**config.mk**
```make
export PLATFORM = sky130hd
export DESIGN_NAME = evt_thresh_ctr
export DESIGN_NICKNAME = d
export VERILOG_FILES = /design/src/rtl/etc_pkg.sv /design/src/rtl/etc_evt_sum.sv /design/src/rtl/etc_qualify.sv /design/src/rtl/etc_ctr_core.sv /design/src/rtl/evt_thresh_ctr.sv
export SDC_FILE = /design/constraint.sdc
export NUM_CORES = 1
export LEC_CHECK = 0
export ABC_CLOCK_PERIOD_IN_PS = 9800
export BUFFER_PORTS_ARGS = -buffer_cell sky130_fd_sc_hd__buf_4
export CELL_PAD_IN_SITES_DETAIL_PLACEMENT = 1
export CELL_PAD_IN_SITES_GLOBAL_PLACEMENT = 1
export CORE_MARGIN = 5
export CORE_UTILIZATION = 40
export CTS_CLUSTER_DIAMETER = 120
export DETAILED_ROUTE_END_ITERATION = 7
export PLACE_DENSITY = 0.79
export SLEW_MARGIN = 5
export SYNTH_ARGS = -nofsm -noshare
export SYNTH_HDL_FRONTEND = slang
export SYNTH_SLANG_ARGS = --single-unit
```
**constraint.sdc**
```tcl
create_clock -name clk -period 9.8 [get_ports clk]
set_input_delay 0.49 -clock clk [delete_from_list [all_inputs] [get_ports clk]]
set_output_delay 0.49 -clock clk [all_outputs]
set_load 0.1 [all_outputs]
```
**src/rtl/etc_pkg.sv**
```systemverilog
package etc_pkg;
  localparam int REG_W = 32;

  typedef enum logic [1:0] {
    A_SEL    = 2'd0,
    A_CFG    = 2'd1,
    A_CNT_LO = 2'd2,
    A_CNT_HI = 2'd3
  } reg_addr_e;

  localparam logic [REG_W-1:0] SEL_KEEP = 32'h7FFF_FFFF;
  localparam logic [REG_W-1:0] CFG_KEEP = 32'hCFFF_F000;

  // selector bit positions
  localparam int S_T1U = 0;
  localparam int S_T1K = 1;
  localparam int S_T0U = 2;
  localparam int S_T0K = 3;
  localparam int S_MASK_LO = 9;

  // configuration bit positions
  localparam int C_EN     = 12;
  localparam int C_ACT_LO = 16;
  localparam int C_CMP    = 18;
  localparam int C_CPL    = 19;
  localparam int C_THR_LO = 20;
  localparam int C_EDGE   = 24;
  localparam int C_FORCE  = 25;
  localparam int C_PMI0   = 26;
  localparam int C_PMI1   = 27;
  localparam int C_CASC   = 30;
  localparam int C_OVF    = 31;

  typedef struct packed {
    logic       en;
    logic       cmp;
    logic       cpl;
    logic       edg;
    logic       force_ovf;
    logic       pmi0;
    logic       pmi1;
    logic       casc;
    logic [1:0] act_mode;
    logic [3:0] thr;
  } cfg_ctl_t;
endpackage

```
**src/rtl/etc_evt_sum.sv**
```systemverilog
module etc_evt_sum #(
  parameter int NTHR  = 2,
  parameter int NSUB  = 16,
  parameter int SUM_W = 6
) (
  input  logic [NTHR-1:0][NSUB-1:0] strobes,
  input  logic [NTHR-1:0]           thr_en,
  input  logic [NSUB-1:0]           mask,
  output logic [SUM_W-1:0]          total
);
  logic [SUM_W-1:0] part [NTHR];

  for (genvar t = 0; t < NTHR; t++) begin : g_thr
    always_comb begin
      part[t] = '0;
      for (int b = 0; b < NSUB; b++) begin
        part[t] = part[t] + SUM_W'(strobes[t][b] & mask[b] & thr_en[t]);
      end
    end
  end

  always_comb begin
    total = '0;
    for (int t = 0; t < NTHR; t++) begin
      total = total + part[t];
    end
  end
endmodule

```
**src/rtl/etc_qualify.sv**
```systemverilog
module etc_qualify
  import etc_pkg::*;
#(
  parameter int NTHR  = 2,
  parameter int SUM_W = 6
) (
  input  logic             clk,
  input  logic             rst_n,
  input  cfg_ctl_t         ctl,
  input  logic [NTHR-1:0]  act,
  input  logic [SUM_W-1:0] total,
  output logic [SUM_W-1:0] inc
);
  logic prev_q, prev_d;
  logic count_gt, qual, edge_hit, act_ok;
  logic [SUM_W-1:0] inc_raw;

  always_comb begin
    count_gt = total > SUM_W'(ctl.thr);
    if (ctl.cmp) qual = ctl.cpl ? !count_gt : count_gt;
    else         qual = (total != '0);
    edge_hit = qual & ~prev_q;
    unique case (ctl.act_mode)
      2'b00:   act_ok = (act == '0);
      2'b01:   act_ok = ($countones(act) == 1);
      2'b10:   act_ok = (act == '1);
      default: act_ok = (act != '0);
    endcase
    if (!ctl.cmp) inc_raw = total;
    else          inc_raw = SUM_W'(ctl.edg ? edge_hit : qual);
    inc    = (ctl.en && act_ok) ? inc_raw : '0;
    prev_d = ctl.en ? qual : 1'b0;
  end

  always_ff @(posedge clk or negedge rst_n) begin
    if (!rst_n) prev_q <= 1'b0;
    else        prev_q <= prev_d;
  end

  AST_EDGE_ONCE: assert property (@(posedge clk) disable iff (!rst_n)
    (ctl.en && ctl.cmp && ctl.edg && edge_hit) |=> !edge_hit);
  AST_IDLE_MODE_GATE: assert property (@(posedge clk) disable iff (!rst_n)
    (ctl.act_mode == 2'b00 && act != '0) |-> (inc == '0));
endmodule

```
**src/rtl/etc_ctr_core.sv**
```systemverilog
module etc_ctr_core
  import etc_pkg::*;
#(
  parameter int CNT_W = 40,
  parameter int SUM_W = 6
) (
  input  logic             clk,
  input  logic             rst_n,
  input  logic [SUM_W-1:0] inc,
  input  logic             casc,
  input  logic             force_ovf,
  input  logic             pmi0,
  input  logic             pmi1,
  input  logic             partner_ovf,
  input  logic             cfg_wr,
  input  logic             cnt_wr_lo,
  input  logic             cnt_wr_hi,
  input  logic [REG_W-1:0] wr_data,
  output logic [CNT_W-1:0] cnt,
  output logic             wrap,
  output logic             irq0,
  output logic             irq1
);
  localparam int HI_W = CNT_W - REG_W;

  logic [CNT_W-1:0] cnt_q, cnt_d;
  logic [CNT_W:0]   sum;
  logic [SUM_W-1:0] step;
  logic             armed_q, armed_d;
  logic             irq0_q, irq0_d, irq1_q, irq1_d;
  logic             cnt_wr, fire;

  always_comb begin
    cnt_wr  = cnt_wr_lo | cnt_wr_hi;
    armed_d = cfg_wr ? 1'b0 : (partner_ovf ? 1'b1 : armed_q);
    step    = (!casc || armed_q) ? inc : '0;
    sum     = {1'b0, cnt_q} + {{(CNT_W + 1 - SUM_W){1'b0}}, step};
    wrap    = sum[CNT_W] & ~cnt_wr;
    cnt_d   = sum[CNT_W-1:0];
    if (cnt_wr) begin
      cnt_d = cnt_q;
      if (cnt_wr_lo) cnt_d[REG_W-1:0]     = wr_data;
      if (cnt_wr_hi) cnt_d[CNT_W-1:REG_W] = wr_data[HI_W-1:0];
    end
    fire   = wrap | (force_ovf & (step != '0) & ~cnt_wr);
    irq0_d = pmi0 & fire;
    irq1_d = pmi1 & fire;
  end

  always_ff @(posedge clk or negedge rst_n) begin
    if (!rst_n) begin
      cnt_q   <= '0;
      armed_q <= 1'b0;
      irq0_q  <= 1'b0;
      irq1_q  <= 1'b0;
    end else begin
      cnt_q   <= cnt_d;
      armed_q <= armed_d;
      irq0_q  <= irq0_d;
      irq1_q  <= irq1_d;
    end
  end

  assign cnt  = cnt_q;
  assign irq0 = irq0_q;
  assign irq1 = irq1_q;

  AST_CASCADE_IDLE: assert property (@(posedge clk) disable iff (!rst_n)
    (casc && !armed_q && !cnt_wr) |=> $stable(cnt_q));
  AST_IRQ0_NEEDS_EN: assert property (@(posedge clk) disable iff (!rst_n)
    irq0_q |-> $past(pmi0));
  AST_IRQ1_NEEDS_EN: assert property (@(posedge clk) disable iff (!rst_n)
    irq1_q |-> $past(pmi1));
  AST_NO_INC_ON_WRITE: assert property (@(posedge clk) disable iff (!rst_n)
    (cnt_wr_lo && !cnt_wr_hi) |=> (cnt_q[CNT_W-1:REG_W] == $past(cnt_q[CNT_W-1:REG_W])));
endmodule

```
**src/rtl/evt_thresh_ctr.sv**
```systemverilog
module evt_thresh_ctr
  import etc_pkg::*;
#(
  parameter int NSUB  = 16,
  parameter int CNT_W = 40
) (
  input  logic             clk,
  input  logic             rst_n,
  input  logic [NSUB-1:0]  sub_evt_t0,
  input  logic [NSUB-1:0]  sub_evt_t1,
  input  logic             kern_t0,
  input  logic             kern_t1,
  input  logic             active_t0,
  input  logic             active_t1,
  input  logic             partner_ovf,
  input  logic             wr_en,
  input  logic [1:0]       wr_addr,
  input  logic [31:0]      wr_data,
  input  logic [1:0]       rd_addr,
  output logic [31:0]      rd_data,
  output logic             irq_t0,
  output logic             irq_t1
);
  localparam int NTHR  = 2;
  localparam int SUM_W = $clog2(NTHR * NSUB + 1);
  localparam int HI_W  = CNT_W - REG_W;

  logic [REG_W-1:0] sel_q, sel_d, cfg_q, cfg_d;
  logic             sel_wr, cfg_wr, cnt_wr_lo, cnt_wr_hi;
  cfg_ctl_t         ctl;
  logic [NTHR-1:0][NSUB-1:0] strobes;
  logic [NTHR-1:0]  thr_en;
  logic [NSUB-1:0]  mask;
  logic [SUM_W-1:0] total, inc;
  logic [CNT_W-1:0] cnt;
  logic             wrap;

  always_comb begin
    sel_wr    = wr_en && (reg_addr_e'(wr_addr) == A_SEL);
    cfg_wr    = wr_en && (reg_addr_e'(wr_addr) == A_CFG);
    cnt_wr_lo = wr_en && (reg_addr_e'(wr_addr) == A_CNT_LO);
    cnt_wr_hi = wr_en && (reg_addr_e'(wr_addr) == A_CNT_HI);
  end

  always_comb begin
    ctl.en        = cfg_q[C_EN];
    ctl.cmp       = cfg_q[C_CMP];
    ctl.cpl       = cfg_q[C_CPL];
    ctl.edg       = cfg_q[C_EDGE];
    ctl.force_ovf = cfg_q[C_FORCE];
    ctl.pmi0      = cfg_q[C_PMI0];
    ctl.pmi1      = cfg_q[C_PMI1];
    ctl.casc      = cfg_q[C_CASC];
    ctl.act_mode  = cfg_q[C_ACT_LO +: 2];
    ctl.thr       = cfg_q[C_THR_LO +: 4];
  end

  always_comb begin
    strobes[0] = sub_evt_t0;
    strobes[1] = sub_evt_t1;
    thr_en[0]  = kern_t0 ? sel_q[S_T0K] : sel_q[S_T0U];
    thr_en[1]  = kern_t1 ? sel_q[S_T1K] : sel_q[S_T1U];
    mask       = sel_q[S_MASK_LO +: NSUB];
  end

  etc_evt_sum #(.NTHR(NTHR), .NSUB(NSUB), .SUM_W(SUM_W)) u_sum (
    .strobes (strobes),
    .thr_en  (thr_en),
    .mask    (mask),
    .total   (total)
  );

  etc_qualify #(.NTHR(NTHR), .SUM_W(SUM_W)) u_qual (
    .clk   (clk),
    .rst_n (rst_n),
    .ctl   (ctl),
    .act   ({active_t1, active_t0}),
    .total (total),
    .inc   (inc)
  );

  etc_ctr_core #(.CNT_W(CNT_W), .SUM_W(SUM_W)) u_core (
    .clk         (clk),
    .rst_n       (rst_n),
    .inc         (inc),
    .casc        (ctl.casc),
    .force_ovf   (ctl.force_ovf),
    .pmi0        (ctl.pmi0),
    .pmi1        (ctl.pmi1),
    .partner_ovf (partner_ovf),
    .cfg_wr      (cfg_wr),
    .cnt_wr_lo   (cnt_wr_lo),
    .cnt_wr_hi   (cnt_wr_hi),
    .wr_data     (wr_data),
    .cnt         (cnt),
    .wrap        (wrap),
    .irq0        (irq_t0),
    .irq1        (irq_t1)
  );

  always_comb begin
    sel_d = sel_wr ? (wr_data & SEL_KEEP) : sel_q;
    cfg_d = cfg_wr ? (wr_data & CFG_KEEP) : cfg_q;
    if (wrap) cfg_d[C_OVF] = 1'b1;
  end

  always_ff @(posedge clk or negedge rst_n) begin
    if (!rst_n) begin
      sel_q <= '0;
      cfg_q <= '0;
    end else begin
      sel_q <= sel_d;
      cfg_q <= cfg_d;
    end
  end

  always_comb begin
    unique case (reg_addr_e'(rd_addr))
      A_SEL:    rd_data = sel_q;
      A_CFG:    rd_data = cfg_q;
      A_CNT_LO: rd_data = cnt[REG_W-1:0];
      default:  rd_data = {{(REG_W - HI_W){1'b0}}, cnt[CNT_W-1:REG_W]};
    endcase
  end

  AST_WRAP_SETS_FLAG: assert property (@(posedge clk) disable iff (!rst_n)
    wrap |=> cfg_q[C_OVF]);
  AST_FLAG_STICKY: assert property (@(posedge clk) disable iff (!rst_n)
    (cfg_q[C_OVF] && !cfg_wr) |=> cfg_q[C_OVF]);
  AST_HOLD_WHEN_OFF: assert property (@(posedge clk) disable iff (!rst_n)
    (!cfg_q[C_EN] && !cnt_wr_lo && !cnt_wr_hi) |=> $stable(cnt));
endmodule

```
==> flow_summary.toml <==
[clock_tree]
clock_path_buffers = 2
root_buffer = "clkbuf_16"
cts_hold_buf = 0
clkSlewWorstSetupHoldPaths_ns = 0.07
cts_buffers = 9
htree_levels = 3
clkLatencyLatePin_ns = 0.36
post_cts_buffers = 0
cts_tree = "yes"
cts_resized = 0
cts_sinks = 93

[setup_path]
endpoint_kind = "register"
cpLargestDelayFamily = "adder cells"
slowest_delay_ns = 0.64
critPathMaxFanout = 16
worst_path_most_repeated_cell = "fa_1"
path_buf_inv = 5
r2r-start = "sel_q[2]"
crit_path_start_kind = "register"
crit_slowest_cell = "nor4b_4"
cp.arrival_ns = 8.92
crit_type = "reg2reg"
worstPathRequired_ns = 10.02
crit_start = "sel_q[2]"

[synth]
netlist.area_leader.share = 0.366
synth_xor_area_frac = 0.00963
ys_seq_elements = 93
yosys.area.top_type = "dfrtp_1"
synth.area.mux_share = 0.151
synth-compound-area-share = 0.148
synth_top_family_by_area = "simple AND/OR/NAND/NOR gates"
ys.flop_type = "dfrtp_1"
postSynth.asyncResetShare = 1.00
yosys.area_share.simple = 0.167
syn_area_um2 = 6360
synth_common_cells = "93 x dfrtp_1, 59 x nand2_1, 57 x mux2_2, 42 x nand3_1, 41 x nor2_1"
yosys-top-cells-area = "dfrtp_1 37%, mux2_2 10%, fa_1 7.9%, mux2i_1 5.0%, ha_1 3.7%"
synthCells = 645
synth_edf_count = 0
synth.distinct_cells = 62
synthAdderAreaFrac = 0.116
avgSynthCellArea_um2 = 9.87
ys_warn_count = 0
ys_seq_area_frac = 0.366
yosysMostFrequentCell = "dfrtp_1"
synth_nets = 765

[status]
status = "finished, final reports clean"

[floorplan]
die_area_um2 = 18500
design.core.area_um2 = 15800
die_x_um = 136
rows = 46
ios = 110
die_h_um = 136
start_util = 0.404

[cells_and_area]
area_delta_synth_final_pct = 20.4
antenna_cells = 0
nets = 858
register_area_um2 = 2330
multi_input_comb_area_um2 = 3780
n_fill_cell = 1849
layout-drive-gt1-share = 0.279
fin_cells = 958

[grt]
gr-total-overflow = 0
grt_pass1_vias = 6170
antenna_found_initial = 0
grt_max_degree = 66
grt_pass1_wl_mm = 33.8
track_usage = 0.237

[placement]
port_buffers = 109
post-dp-hpwl_mm = 16.1
placedCellCount = 943
place.gp.congestion = 0.890

[timing]
hold_viol = 0
rsz0062_at_grt = "false"
slew_headroom = 0.252
setup_viol = 0
setup_tns_ns = 0
fin_hold_ws_ns = 0.0497
clock_skew_ns = 0.00672
slew_viol_final = 0
fin_crit_ns = 8.69
fmax_mhz = 115
period_share = 0.887
worst_pin_slew_ns = 1.12

[detailed_routing]
wl_mm = 20.9
drtAntennaViolNets = 0
remaining_drc_errors = 0
drt-pass1-iter-count = 5
wl_per_cell_um = 21.8
vias_per_cell = 5.84
vias = 5599
drtIter0Drc = 426

[power]
total_power_mw = 2.10
total_leakage_power_nw = 3.49
ir_drop_v = 0.000171
p_per_area_nw_per_um2 = 275

[job]
max_cap_violations = 0

[min_path]
min_path_type = "in2async"
==> registers in the layout, summed over array words and instances, names as in the netlist <==
register,flops
sel_q,31
u_core.irq0,1
cfg_q,18
u_core.cnt,40
u_core.irq1,1
u_core.armed_q,1
u_qual.prev_q,1
==> routing by layer <==
layer | GRT usage | wire (um) | vias to the layer above
li1 | - | - | 2520
met3 | 0.0526 | 1330 | 30
met5 | 0 | 0 | -
met1 | 0.307 | 8990 | 2848
met4 | 0.0700 | 493 | 0
met2 | 0.397 | 10100 | 201
==> metrics by stage <==
stage,instance area [um^2],utilization,setup WS (ns)
floorplan,6360,-,1.91
global placement,7360,0.467,1.36
detailed placement,7360,0.467,0.902
CTS,7650,0.485,1.13
global route,7660,0.486,0.559
finish,7660,0.486,1.11
==> worst register-to-register path: cells and delay by family, from the launching register on <==
| kind | cells | cell delay [ns] |
|---|---|---|
| adder cells (fa/ha/maj) | 9 | 3.89 |
| flip-flops | 1 | 0.40 |
| buffers and inverters | 5 | 0.56 |
| AND/OR/NAND/NOR | 5 | 1.30 |
| AO/OA/AOI/OAI | 10 | 1.81 |
| multiplexers | 1 | 0.42 |
| XOR/XNOR | 1 | 0.17 |
==> kinds of logic (layout without fill, tap and decap cells) <==
group / Yosys count / after routing
AOI/OAI and AO/OA: 135 / 135
xor gates and xnor gates: 7 / 7
adders and majority gates: 44 / 44
buffers and inverters: 69 / 166
DFF: 93 / 93
muxes: 89 / 89
and+or+nand+nor: 208 / 208
==> where the power goes <==
part / total [mW] / switching, mW / internal [mW]
Combinational: 1.19 / 0.729 / 0.460
Clock: 0.357 / 0.154 / 0.203
Sequential: 0.557 / 0.0946 / 0.462
==> area by class of cell <==
type | instances | share of cell area
clock buffers | 11 | 0.0317
repair buffers | 114 | 0.112
well taps | 216 | 0.0353
multi-input cells | 483 | 0.493
flip-flops and latches | 93 | 0.304
inverters | 37 | 0.0181
clock inverters | 4 | 0.00637
==> layout by cell type (no fill, tap or decap), types with 4 or more instances in the layout <==
| cell type | instances |
|---|---|
| and3_1 | 17 |
| a211oi_1 | 7 |
| buf_4 | 114 |
| nand4_1 | 9 |
| o21ai_0 | 40 |
| o21a_1 | 5 |
| fa_1 | 25 |
| a31oi_1 | 4 |
| nor2_1 | 41 |
| a311oi_1 | 8 |
| a22o_1 | 10 |
| and2_1 | 4 |
| nor2b_1 | 5 |
| inv_1 | 37 |
| mux2_2 | 57 |
| a21oi_1 | 16 |
| clkbuf_16 | 9 |
| ha_1 | 19 |
| mux2i_1 | 32 |
| nand2b_1 | 5 |
| a21o_1 | 5 |
| dfrtp_1 | 93 |
| nor3_1 | 7 |
| xnor2_1 | 6 |
| nand3_1 | 42 |
| nand2_1 | 59 |
| o211ai_1 | 13 |
==> final timing paths <==
kind / end / slack (ns) / depth (start not counted)
min reg2reg: u_core.armed_q / 0.49 / 1
min: u_core.cnt[31] / 0.05 / 1
max: u_core.cnt[17] / 1.11 / 31
max reg2reg: u_core.cnt[17] / 1.11 / 31
min in group clk: u_core.armed_q / 0.33 / 2
max in group asynchronous: cfg_q[17] / 8.57 / 2
Power figures use the tool's default switching activity.
